File: config.mk
export PLATFORM = sky130hd
export DESIGN_NAME = io_activity_mon
export DESIGN_NICKNAME = d
export VERILOG_FILES = /design/src/rtl/iom_pkg.sv /design/src/rtl/iom_cfg_regs.sv /design/src/rtl/iom_match_chan.sv /design/src/rtl/iom_status.sv /design/src/rtl/io_activity_mon.sv
export SDC_FILE = /design/constraint.sdc
export NUM_CORES = 1
export LEC_CHECK = 0
export BUFFER_PORTS_ARGS = -buffer_cell sky130_fd_sc_hd__buf_2
export CAP_MARGIN = 0
export CORE_MARGIN = 5
export CORE_UTILIZATION = 53
export DETAILED_ROUTE_END_ITERATION = 10
export PLACE_DENSITY = 0.92
export SLEW_MARGIN = 0
export SYNTH_ARGS = -nofsm -noshare
export SYNTH_HDL_FRONTEND = slang
export SYNTH_HIERARCHICAL = 1
export SYNTH_SLANG_ARGS = --single-unit
File: constraint.sdc
create_clock -name clk -period 3 [get_ports clk]
set_clock_uncertainty 0.2 [all_clocks]
set_input_delay 0.6 -clock clk [delete_from_list [all_inputs] [get_ports clk]]
set_output_delay 0.6 -clock clk [all_outputs]
set_load 0.05 [all_outputs]
File: src/rtl/iom_pkg.sv
package iom_pkg;
  localparam int REG_W     = 8;
  localparam int IO_AW     = 10;
  localparam int MATCH_LSB = 3;
  localparam int MATCH_W   = IO_AW - MATCH_LSB;
  localparam int NUM_CH    = 2;
  localparam int BIT_BASE  = 4;

  typedef enum logic [1:0] {
    SEL_WIN0  = 2'd0,
    SEL_WIN1  = 2'd1,
    SEL_EN    = 2'd2,
    SEL_CLEAR = 2'd3
  } cfg_sel_e;
endpackage

File: src/rtl/iom_cfg_regs.sv
module iom_cfg_regs #(
  parameter int NUM_CH   = 2,
  parameter int MATCH_W  = 7,
  parameter int REG_W    = 8,
  parameter int BIT_BASE = 4
) (
  input  logic                   clk,
  input  logic                   rst_n,
  input  logic                   cfg_we,
  input  logic [1:0]             cfg_sel,
  input  logic [REG_W-1:0]       cfg_wdata,
  output logic [MATCH_W-1:0]     win_q [NUM_CH],
  output logic [NUM_CH-1:0]      en_q,
  output logic [NUM_CH-1:0]      clr_req
);
  import iom_pkg::*;

  logic unused_wdata;
  assign unused_wdata = ^cfg_wdata;

  for (genvar g = 0; g < NUM_CH; g++) begin : g_win
    always_ff @(posedge clk) begin
      if (!rst_n)
        win_q[g] <= '0;
      else if (cfg_we && cfg_sel == 2'(g))
        win_q[g] <= cfg_wdata[MATCH_W-1:0];
    end
  end

  always_ff @(posedge clk) begin
    if (!rst_n)
      en_q <= '0;
    else if (cfg_we && cfg_sel == SEL_EN)
      en_q <= cfg_wdata[BIT_BASE +: NUM_CH];
  end

  always_comb begin
    clr_req = '0;
    if (cfg_we && cfg_sel == SEL_CLEAR)
      clr_req = cfg_wdata[BIT_BASE +: NUM_CH];
  end
endmodule

File: src/rtl/iom_match_chan.sv
module iom_match_chan #(
  parameter int IO_AW     = 10,
  parameter int MATCH_LSB = 3,
  localparam int MATCH_W  = IO_AW - MATCH_LSB
) (
  input  logic               clk,
  input  logic               rst_n,
  input  logic [IO_AW-1:0]   io_addr,
  input  logic               strobe,
  input  logic [MATCH_W-1:0] win,
  input  logic               en,
  output logic               hit,
  output logic               first
);
  logic hit_d;
  logic unused_low;
  assign unused_low = ^io_addr[MATCH_LSB-1:0];

  assign hit   = en && strobe && (io_addr[IO_AW-1:MATCH_LSB] == win);
  assign first = hit && !hit_d;

  always_ff @(posedge clk) begin
    if (!rst_n) hit_d <= 1'b0;
    else        hit_d <= hit;
  end
endmodule

File: src/rtl/iom_status.sv
module iom_status #(
  parameter int NUM_CH = 2
) (
  input  logic              clk,
  input  logic              rst_n,
  input  logic [NUM_CH-1:0] set_req,
  input  logic [NUM_CH-1:0] clr_req,
  output logic [NUM_CH-1:0] st_q
);
  always_ff @(posedge clk) begin
    if (!rst_n) st_q <= '0;
    else        st_q <= (st_q & ~clr_req) | set_req;
  end

  for (genvar g = 0; g < NUM_CH; g++) begin : g_chk

    sticky_clear_chk: assert property (@(posedge clk) disable iff (!rst_n)
      $fell(st_q[g]) |-> $past(clr_req[g]));

    set_wins_chk: assert property (@(posedge clk) disable iff (!rst_n)
      $past(set_req[g]) |-> st_q[g]);
  end
endmodule

File: src/rtl/io_activity_mon.sv
module io_activity_mon (
  input  logic       clk,
  input  logic       rst_n,
  input  logic       cfg_we,
  input  logic [1:0] cfg_sel,
  input  logic [7:0] cfg_wdata,
  input  logic [9:0] io_addr,
  input  logic       io_rd,
  input  logic       io_wr,
  output logic [7:0] act_stat,
  output logic       act_pulse
);
  import iom_pkg::*;

  logic [MATCH_W-1:0] win_q [NUM_CH];
  logic [NUM_CH-1:0]  en_q, clr_req, hit, first, st_q;
  logic               strobe, pulse_q;

  assign strobe = io_rd | io_wr;

  iom_cfg_regs #(
    .NUM_CH(NUM_CH), .MATCH_W(MATCH_W), .REG_W(REG_W), .BIT_BASE(BIT_BASE)
  ) u_regs (
    .clk(clk), .rst_n(rst_n), .cfg_we(cfg_we), .cfg_sel(cfg_sel),
    .cfg_wdata(cfg_wdata), .win_q(win_q), .en_q(en_q), .clr_req(clr_req)
  );

  for (genvar g = 0; g < NUM_CH; g++) begin : g_ch
    iom_match_chan #(.IO_AW(IO_AW), .MATCH_LSB(MATCH_LSB)) u_chan (
      .clk(clk), .rst_n(rst_n), .io_addr(io_addr), .strobe(strobe),
      .win(win_q[g]), .en(en_q[g]), .hit(hit[g]), .first(first[g])
    );

    rise_from_hit_chk: assert property (@(posedge clk) disable iff (!rst_n)
      $rose(act_stat[BIT_BASE+g]) |-> $past(hit[g]));
  end

  iom_status #(.NUM_CH(NUM_CH)) u_stat (
    .clk(clk), .rst_n(rst_n), .set_req(hit), .clr_req(clr_req), .st_q(st_q)
  );

  always_ff @(posedge clk) begin
    if (!rst_n) pulse_q <= 1'b0;
    else        pulse_q <= |first;
  end
  assign act_pulse = pulse_q;

  always_comb begin
    act_stat = '0;
    act_stat[BIT_BASE +: NUM_CH] = st_q;
  end


  pulse_cause_chk: assert property (@(posedge clk) disable iff (!rst_n)
    act_pulse |-> $past(|hit));

  spare_bits_zero_chk: assert property (@(posedge clk) disable iff (!rst_n)
    $countones(act_stat) == $countones(act_stat[BIT_BASE +: NUM_CH]));
endmodule

==> results of run 1 <==
## cells in the final DEF (no fill, tap or decap), drive strengths merged
cell	count
dfxtp	21
clkbuf	4
and4	2
nand4	2
nor4	4
inv	6
xnor2	10
buf	23
a221o	2
nor2b	2
nor3b	1
o221ai	2
o21a	3
nand2	25
or2	1
nor3	2
nand3b	2
mux2i	16
conb	6
## stage by stage
step           cell area, um2  utilization (%)  setup slack, ns  power, mW  std cells
4_1_cts                  1170             60.9             1.29      0.509        161
6_report                 1170             60.9             1.31      0.503        161
3_5_place_dp             1140             59.6             1.02      0.377        157
3_3_place_gp             1140             59.6             1.11      0.372        157
5_1_grt                  1170             60.9             1.25      0.528        161
2_1_floorplan            1070                -             1.37      0.358        117
## power breakdown
part | switching [mW] | internal [mW] | total, mW | leakage [nW]
logic | 0.0510 | 0.0290 | 0.0801 | 0.312
clock network | 0.0808 | 0.0517 | 0.133 | 0.0150
registers | 0.00461 | 0.286 | 0.291 | 0.170
## layer usage
layer	track usage (%)	share of wire [%]
met5	0	0
met1	15.9	37
met2	31.3	53
met3	4.36	9.1
met4	6.64	0.47
## sequential cells by signal, indices dropped and copies added, names as in the netlist
signal,flops
u_stat/st_q,2
u_regs/win_q,14
g_ch.u_chan/hit_d,2
u_regs/en_q,2
act_pulse,1
## cell families after synthesis
kind of cell	Yosys count	share of synthesized area, %
other cells	1	0.356
xor+xnor	10	8.30
mux	16	15.2
flops	21	39.9
simple gates	41	21.1
buf+inv	16	9.49
compound gates	7	5.69
## path summary, 6_finish.rpt
kind	endpoint	depth (start not counted)	start	slack (ns)
max	act_stat[5]	1	u_stat/st_q[1]	1.31
min	u_regs/win_q[11]	2	u_regs/win_q[11]	0.28
max reg2reg	act_pulse	4	u_regs/win_q[3]	1.55
min reg2reg	u_regs/win_q[11]	2	u_regs/win_q[11]	0.28
## layout make-up
class,instances,share of cell area (%)
multi-input cells,80,47.2
inverters,6,1.92
well taps,27,2.88
clock buffers,4,2.24
repair buffers,23,9.83
flip-flops and latches,21,35.9
## cell usage after synthesis, drive strengths merged
library cell | n | share of area, %
xnor2 | 10 | 8.3
o21a | 3 | 2.1
and4 | 2 | 1.9
o221ai | 2 | 1.7
or2 | 1 | 0.59
inv | 6 | 2.1
nand3b | 2 | 1.4
a221o | 2 | 1.9
buf | 10 | 7.4
nor2b | 2 | 2.6
conb | 1 | 0.36
nand2 | 25 | 8.9
nor3 | 2 | 0.95
nor3b | 1 | 1.2
nor4 | 4 | 2.4
dfxtp | 21 | 40
nand4 | 2 | 1.2
mux2i | 16 | 15
==> flow_summary.json, run 1 <==
{
  "status": "finished clean",
  "synthCells": 112,
  "crit_path_top_delay_cell": "dfxtp_1",
  "finalSetupViolations": 0,
  "ant_nets": 0,
  "critPathKind": "flop to output pin",
  "grt_max_degree": 29,
  "postSynthAreaPerCell_um2": 9.42,
  "hold_buffers": 0,
  "maxCapViolations": 0,
  "maxSlewHeadroom_pct": 48.4,
  "grt_antenna_before_repair": 0,
  "htree_levels": 1,
  "grt.overflow.total": 0,
  "cts.sinks": 21,
  "post-cts-setup-buffers": 0,
  "cp_top_family": "flip-flops",
  "tightestPinTransition_ns": 0.770,
  "cts_tree": "yes",
  "num_vias": 846,
  "io_buffers": 23,
  "ioPinCount": 34,
  "start_util_pct": 54.9,
  "row_count": 16,
  "rsz0062_at_grt": "no",
  "area_growth_pct": 11.0,
  "cts.clk_slew.worst_paths_ns": 0.11,
  "die_x_um": 54.6,
  "slowest_delay_ns": 0.34,
  "wl_um": 2110,
  "insertion_delay_ns": 0.29,
  "ys_seq_area_share_pct": 39.9,
  "min_path_type": "flop to flop",
  "cp_num_buf_inv": 1,
  "leakagePower_nw": 0.497,
  "yosys_warnings": 6,
  "fmax_mhz": 591,
  "cp-start-kind": "flop",
  "synthesis.area_um2": 1050,
  "nNetsFinal": 160,
  "grt_pass1_vias": 809,
  "post_cts_resized": 0,
  "critical_path.cell_chain": "buf_2",
  "root_buffer": "clkbuf_4",
  "place_congestion": 0.745,
  "viasPerCell": 5.25,
  "drc": 0,
  "yosysUniqueCellTypes": 20,
  "p_per_area_nw_per_um2": 430,
  "cts_buffers": 3,
  "grt_pass1_wl_um": 3420,
  "drive_gt1_share_pct": 23.1,
  "die_y_um": 54.6,
  "multi_input_area_um2": 553,
  "clk_path_buf_depth": 2,
  "hold_viol": 0,
  "diodes": 0,
  "endpoint_kind": "output pin",
  "required_ns": 2.20,
  "fin_crit_ns": 1.69,
  "worstPathArrival_ns": 0.89,
  "grt_usage_pct": 16.2,
  "drt_iter0_markers": 24,
  "dieArea_um2": 2980,
  "drt-pass1-iter-count": 6,
  "routedWlPerCell_um": 13.1,
  "hpwl_um": 1680,
  "maxSlewViolCount": 0,
  "fillers": 177,
  "tns_ns": 0,
  "holdWs_ns": 0.280,
  "ir_drop_uv": 253,
  "seq_area_um2": 420,
  "ys_ff_latch": 21,
  "fin_crit_sh_pct": 56.4,
  "cp_max_fo": 2,
  "coreArea_um2": 1920
}
(Power assumes the default switching activity.)
==> run 2: changes to the inputs <==
--- a/config.mk
+++ b/config.mk
@@ -8,9 +8,9 @@
 export BUFFER_PORTS_ARGS = -buffer_cell sky130_fd_sc_hd__buf_2
 export CAP_MARGIN = 0
 export CORE_MARGIN = 5
-export CORE_UTILIZATION = 53
+export CORE_UTILIZATION = 49
 export DETAILED_ROUTE_END_ITERATION = 10
-export PLACE_DENSITY = 0.92
+export PLACE_DENSITY = 0.86
 export SLEW_MARGIN = 0
 export SYNTH_ARGS = -nofsm -noshare
 export SYNTH_HDL_FRONTEND = slang
==> constraint.sdc (replaced) <==
create_clock -name clk -period 1.8 [get_ports clk]
set_clock_uncertainty 0.2 [all_clocks]
set_input_delay 0.36 -clock clk [delete_from_list [all_inputs] [get_ports clk]]
set_output_delay 0.36 -clock clk [all_outputs]
set_load 0.05 [all_outputs]
==> flow_summary.json, run 2 (synthesis gave the netlist of run 1 again) <==
{
  "status": "finished clean",
  "drt_iter0_markers": 12,
  "r2r_start": "u_regs/win_q[1]",
  "ioPinCount": 34,
  "fillers": 185,
  "p_per_area_nw_per_um2": 714,
  "row_count": 16,
  "insertion_delay_ns": 0.31,
  "leakagePower_nw": 0.505,
  "grt_usage_pct": 12.4,
  "hold_depth": 3,
  "crit_path_top_delay_cell": "dfxtp_1",
  "htree_levels": 1,
  "cts.clk_slew.worst_paths_ns": 0.12,
  "root_buffer": "clkbuf_4",
  "placed_cell_area_um2": 1150,
  "stdcell_area_um2": 1180,
  "endpoint_kind": "output pin",
  "fin_cells": 162,
  "hpwl_um": 1540,
  "r2r_end": "act_pulse",
  "post_cts_resized": 0,
  "diodes": 0,
  "hold_viol": 0,
  "dieArea_um2": 3180,
  "place_inst": 158,
  "multi_input_area_um2": 553,
  "die_x_um": 56.4,
  "fin_crit_ns": 1.46,
  "viasPerCell": 5.14,
  "regMostFlops": "u_regs/win_q",
  "die_y_um": 56.4,
  "cp_max_fo": 2,
  "routedWlPerCell_um": 11.9,
  "grt_antenna_before_repair": 0,
  "grt_pass1_vias": 766,
  "drt-pass1-iter-count": 4,
  "cp_top_family": "flip-flops",
  "cts_tree": "yes",
  "grt_pass1_wl_um": 3080,
  "coreArea_um2": 2000,
  "wl_um": 1930,
  "ant_nets": 0,
  "post-cts-setup-buffers": 0,
  "grt_max_degree": 29,
  "seq_area_um2": 420,
  "critPathKind": "flop to output pin",
  "globalRouteMet2Util_pct": 20.7,
  "rsz0062_at_grt": "no",
  "final_util_pct": 58.9,
  "largest_reg_flops": 14,
  "drive_gt1_share_pct": 24.4,
  "critical_path.cell_chain": "buf_2",
  "finalSetupViolations": 0,
  "cp-start-kind": "flop",
  "place_congestion": 0.746,
  "clk_path_buf_depth": 2,
  "cts_buffers": 3,
  "area_growth_pct": 11.9,
  "grt_use_met3_pct": 2.29,
  "cts.sinks": 21,
  "whs_endpoint": "u_regs/win_q[3]",
  "r2r_cells": 4,
  "worstPathArrival_ns": 0.90,
  "grt.overflow.total": 0,
  "hp-start": "cfg_wdata[3]",
  "cp_num_buf_inv": 1,
  "hold_buffers": 0,
  "ir_drop_uv": 425,
  "nNetsFinal": 161,
  "fin_crit_sh_pct": 81.3,
  "drc": 0,
  "reg2reg_setup_slack_ns": 0.40,
  "final_common_cell": "nand2_1",
  "num_vias": 833,
  "start_util_pct": 52.7,
  "required_ns": 1.24,
  "fmax_mhz": 683,
  "io_buffers": 23,
  "met1_usage_pct": 14.6,
  "final_cell_mix": "nand2_1 (25), buf_2 (23), dfxtp_1 (21), mux2i_1 (16), xnor2_1 (10)",
  "grt.busiest_layer": "met2",
  "tns_ns": 0,
  "min_path_type": "primary input to flop",
  "slowest_delay_ns": 0.35,
  "maxCapViolations": 0,
  "maxSlewViolCount": 0
}
run 2: how the worst max path moves through the flow:
stage                        start           to  depth (start not counted)
global route        u_stat/st_q[0]  act_stat[4]                          1
CTS                 u_stat/st_q[0]  act_stat[4]                          1
global placement             io_wr    act_pulse                          6
floorplan                    io_wr    act_pulse                          5
finish              u_stat/st_q[0]  act_stat[4]                          1
detailed placement           io_wr    act_pulse                          6
run 2: stage by stage:
step                total power [mW]  hold slack (ns)  worst slack, ns
floorplan                      0.596            0.235            0.413
global route                   0.883           0.0872            0.280
CTS                            0.846            0.104            0.320
global placement               0.621            0.246            0.275
finish                         0.842            0.103            0.337
detailed placement             0.627            0.256            0.250
run 2: metal layers:
metal	vias to the layer above	routed length (um)
met4	0	39
met5	-	0
li1	419	-
met2	31	934
met3	5	137
met1	378	814
run 2: worst reg2reg max path: stages (launching register included):
cell	delay [ns]
dfxtp_1	0.34
inv_1	0.05
a221o_1	0.34
nor4_1	0.25
o21a_1	0.17
run 2: report_power, final:
group / internal [mW] / total (mW) / switching [mW]
Combinational: 0.0492 / 0.131 / 0.0822
Sequential: 0.477 / 0.485 / 0.00767
Clock: 0.0829 / 0.226 / 0.143
run 2: area by class of cell:
class | count | share of cell area, %
multi-input combinational | 80 | 46.9
sequential | 21 | 35.6
inverter | 6 | 1.91
tap | 27 | 2.86
timing repair buffer | 24 | 10.4
clock inverter | 1 | 0.424
clock buffer | 3 | 1.91
==> run 3: changes to the inputs <==
--- a/config.mk
+++ b/config.mk
@@ -8,9 +8,9 @@
 export BUFFER_PORTS_ARGS = -buffer_cell sky130_fd_sc_hd__buf_2
 export CAP_MARGIN = 0
 export CORE_MARGIN = 5
-export CORE_UTILIZATION = 49
+export CORE_UTILIZATION = 44
 export DETAILED_ROUTE_END_ITERATION = 10
-export PLACE_DENSITY = 0.86
+export PLACE_DENSITY = 0.82
 export SLEW_MARGIN = 0
 export SYNTH_ARGS = -nofsm -noshare
 export SYNTH_HDL_FRONTEND = slang
==> constraint.sdc (replaced) <==
create_clock -name clk -period 1.31 [get_ports clk]
set_clock_uncertainty 0.2 [all_clocks]
set_input_delay 0.262 -clock clk [delete_from_list [all_inputs] [get_ports clk]]
set_output_delay 0.262 -clock clk [all_outputs]
set_load 0.05 [all_outputs]
==> flow_summary.json, run 3 (synthesis gave the netlist of run 1 again) <==
{
  "status": "finished with violations",
  "violations": "setup timing",
  "endpoint_kind": "flop",
  "required_ns": 1.36,
  "drt_iter0_markers": 6,
  "wl_um": 2230,
  "crit_path_top_delay_cell": "dfxtp_2",
  "slowest_delay_ns": 0.35,
  "viasPerCell": 4.96,
  "root_buffer": "clkbuf_4",
  "diodes": 0,
  "grt_max_degree": 12,
  "fin_crit_sh_pct": 108,
  "die_x_um": 59.0,
  "critical_path.cell_chain": "xnor2_2, o221ai_2, nor4_1, o21a_1",
  "post-cts-setup-buffers": 0,
  "regMostFlops": "u_regs/win_q",
  "p_comb_share_pct": 17.1,
  "dieArea_um2": 3480,
  "largest_reg_flops": 14,
  "ioPinCount": 34,
  "fin_crit_ns": 1.41,
  "p_per_area_nw_per_um2": 930,
  "hold_viol": 0,
  "maxCapViolations": 0,
  "cts_tree": "yes",
  "row_count": 17,
  "maxSlewViolCount": 0,
  "coreArea_um2": 2250,
  "grt.overflow.total": 0,
  "final_common_cell": "nand2_1",
  "leakagePower_nw": 0.534,
  "critPathKind": "flop to flop",
  "seqPwrFrac_pct": 56.5,
  "p_int_mw": 0.854,
  "final_cell_mix": "nand2_1 (25), buf_2 (20), mux2i_1 (16), dfxtp_1 (13)",
  "ant_nets": 0,
  "cts.clk_slew.worst_paths_ns": 0.11,
  "routedWlPerCell_um": 13.4,
  "reg2reg_setup_slack_ns": -0.10,
  "p_sw_mw": 0.328,
  "cp_max_fo": 3,
  "tns_ns": -0.219,
  "holdWs_ns": 0.0102,
  "rsz0062_at_grt": "yes",
  "hold_buffers": 0,
  "drc": 0,
  "nNetsFinal": 164,
  "fmax_mhz": 707,
  "clk_path_buf_depth": 2,
  "finalSetupViolations": 3,
  "num_vias": 823,
  "cp_num_buf_inv": 0,
  "io_buffers": 23,
  "insertion_delay_ns": 0.30,
  "drt-pass1-iter-count": 4,
  "htree_levels": 1,
  "area_growth_pct": 20.4,
  "cp_top_family": "flip-flops",
  "cts_buffers": 3,
  "grt_pass1_vias": 886,
  "grt_pass1_wl_um": 3620,
  "pwr-share-clk_pct": 26.4,
  "grt_usage_pct": 13.3,
  "start_util_pct": 46.8,
  "cts.sinks": 21,
  "place_congestion": 0.743,
  "swShare_pct": 27.7,
  "setup_slack_ns": -0.104,
  "grt_antenna_before_repair": 0,
  "worstPathArrival_ns": 1.47,
  "ir_drop_uv": 671,
  "final_util_pct": 56.3,
  "cp-start-kind": "flop",
  "drive_gt1_share_pct": 36.2,
  "min_path_type": "primary input to flop",
  "die_y_um": 59.0
}
-- run 3: cell types whose count changed in the layout (fill, tap and decap cells not counted), sizes merged --
cell	change
buf	+3
clkbuf	+1
clkinv	-1
-- run 3: tightest hold or removal path, cell delays in order --
cell	delay [ns]
buf_2	0.10
nand2_1	0.06
mux2i_1	0.06
-- run 3: power groups by stage --
stage | combinational [mW] | clock [mW] | sequential [mW]
final | 0.202 | 0.312 | 0.668
after global routing | 0.220 | 0.349 | 0.670
after CTS | 0.189 | 0.323 | 0.666
after detailed placement | 0.188 | 0 | 0.680
after global placement | 0.181 | 0 | 0.680
after floorplan | 0.141 | 0 | 0.678
-- run 3: through the flow --
step / setup WS, ns / total power [mW] / area, um2 / cells
floorplan: 0.0201 / 0.819 / 1070 / 117
global placement: -0.130 / 0.861 / 1180 / 162
detailed placement: -0.180 / 0.868 / 1180 / 162
CTS: -0.0817 / 1.18 / 1220 / 166
global route: -0.160 / 1.24 / 1270 / 166
finish: -0.104 / 1.18 / 1270 / 166
-- run 3: worst paths after layout --
path / start / endpoint / depth (start not counted)
setup / recovery: u_regs/win_q[3] / act_pulse / 4
hold / removal: cfg_wdata[3] / u_regs/win_q[3] / 3
setup reg to reg: u_regs/win_q[3] / act_pulse / 4
hold reg to reg: u_regs/win_q[4] / u_regs/win_q[4] / 2
-- run 3: per-layer routing --
layer | GRT usage, % | routed length, um
met4 | 4.21 | 45
met3 | 3.51 | 128
met5 | 0 | 0
met1 | 15.3 | 885
met2 | 23.8 | 1170
-- run 3: cell type report --
cell class              count  area [um2]
well taps                  28        35.0
fillers                   214         985
multi-input cells          80         592
repair buffers             27         164
inverters                   6        22.5
flip-flops and latches     21         430
clock buffers               4        26.3
-- run 3: repair_timing --
item                                    4_1_cts  5_1_grt
pin swaps                                     0        1
resized for setup                             6       15
endpoints found under the setup margin        6        8
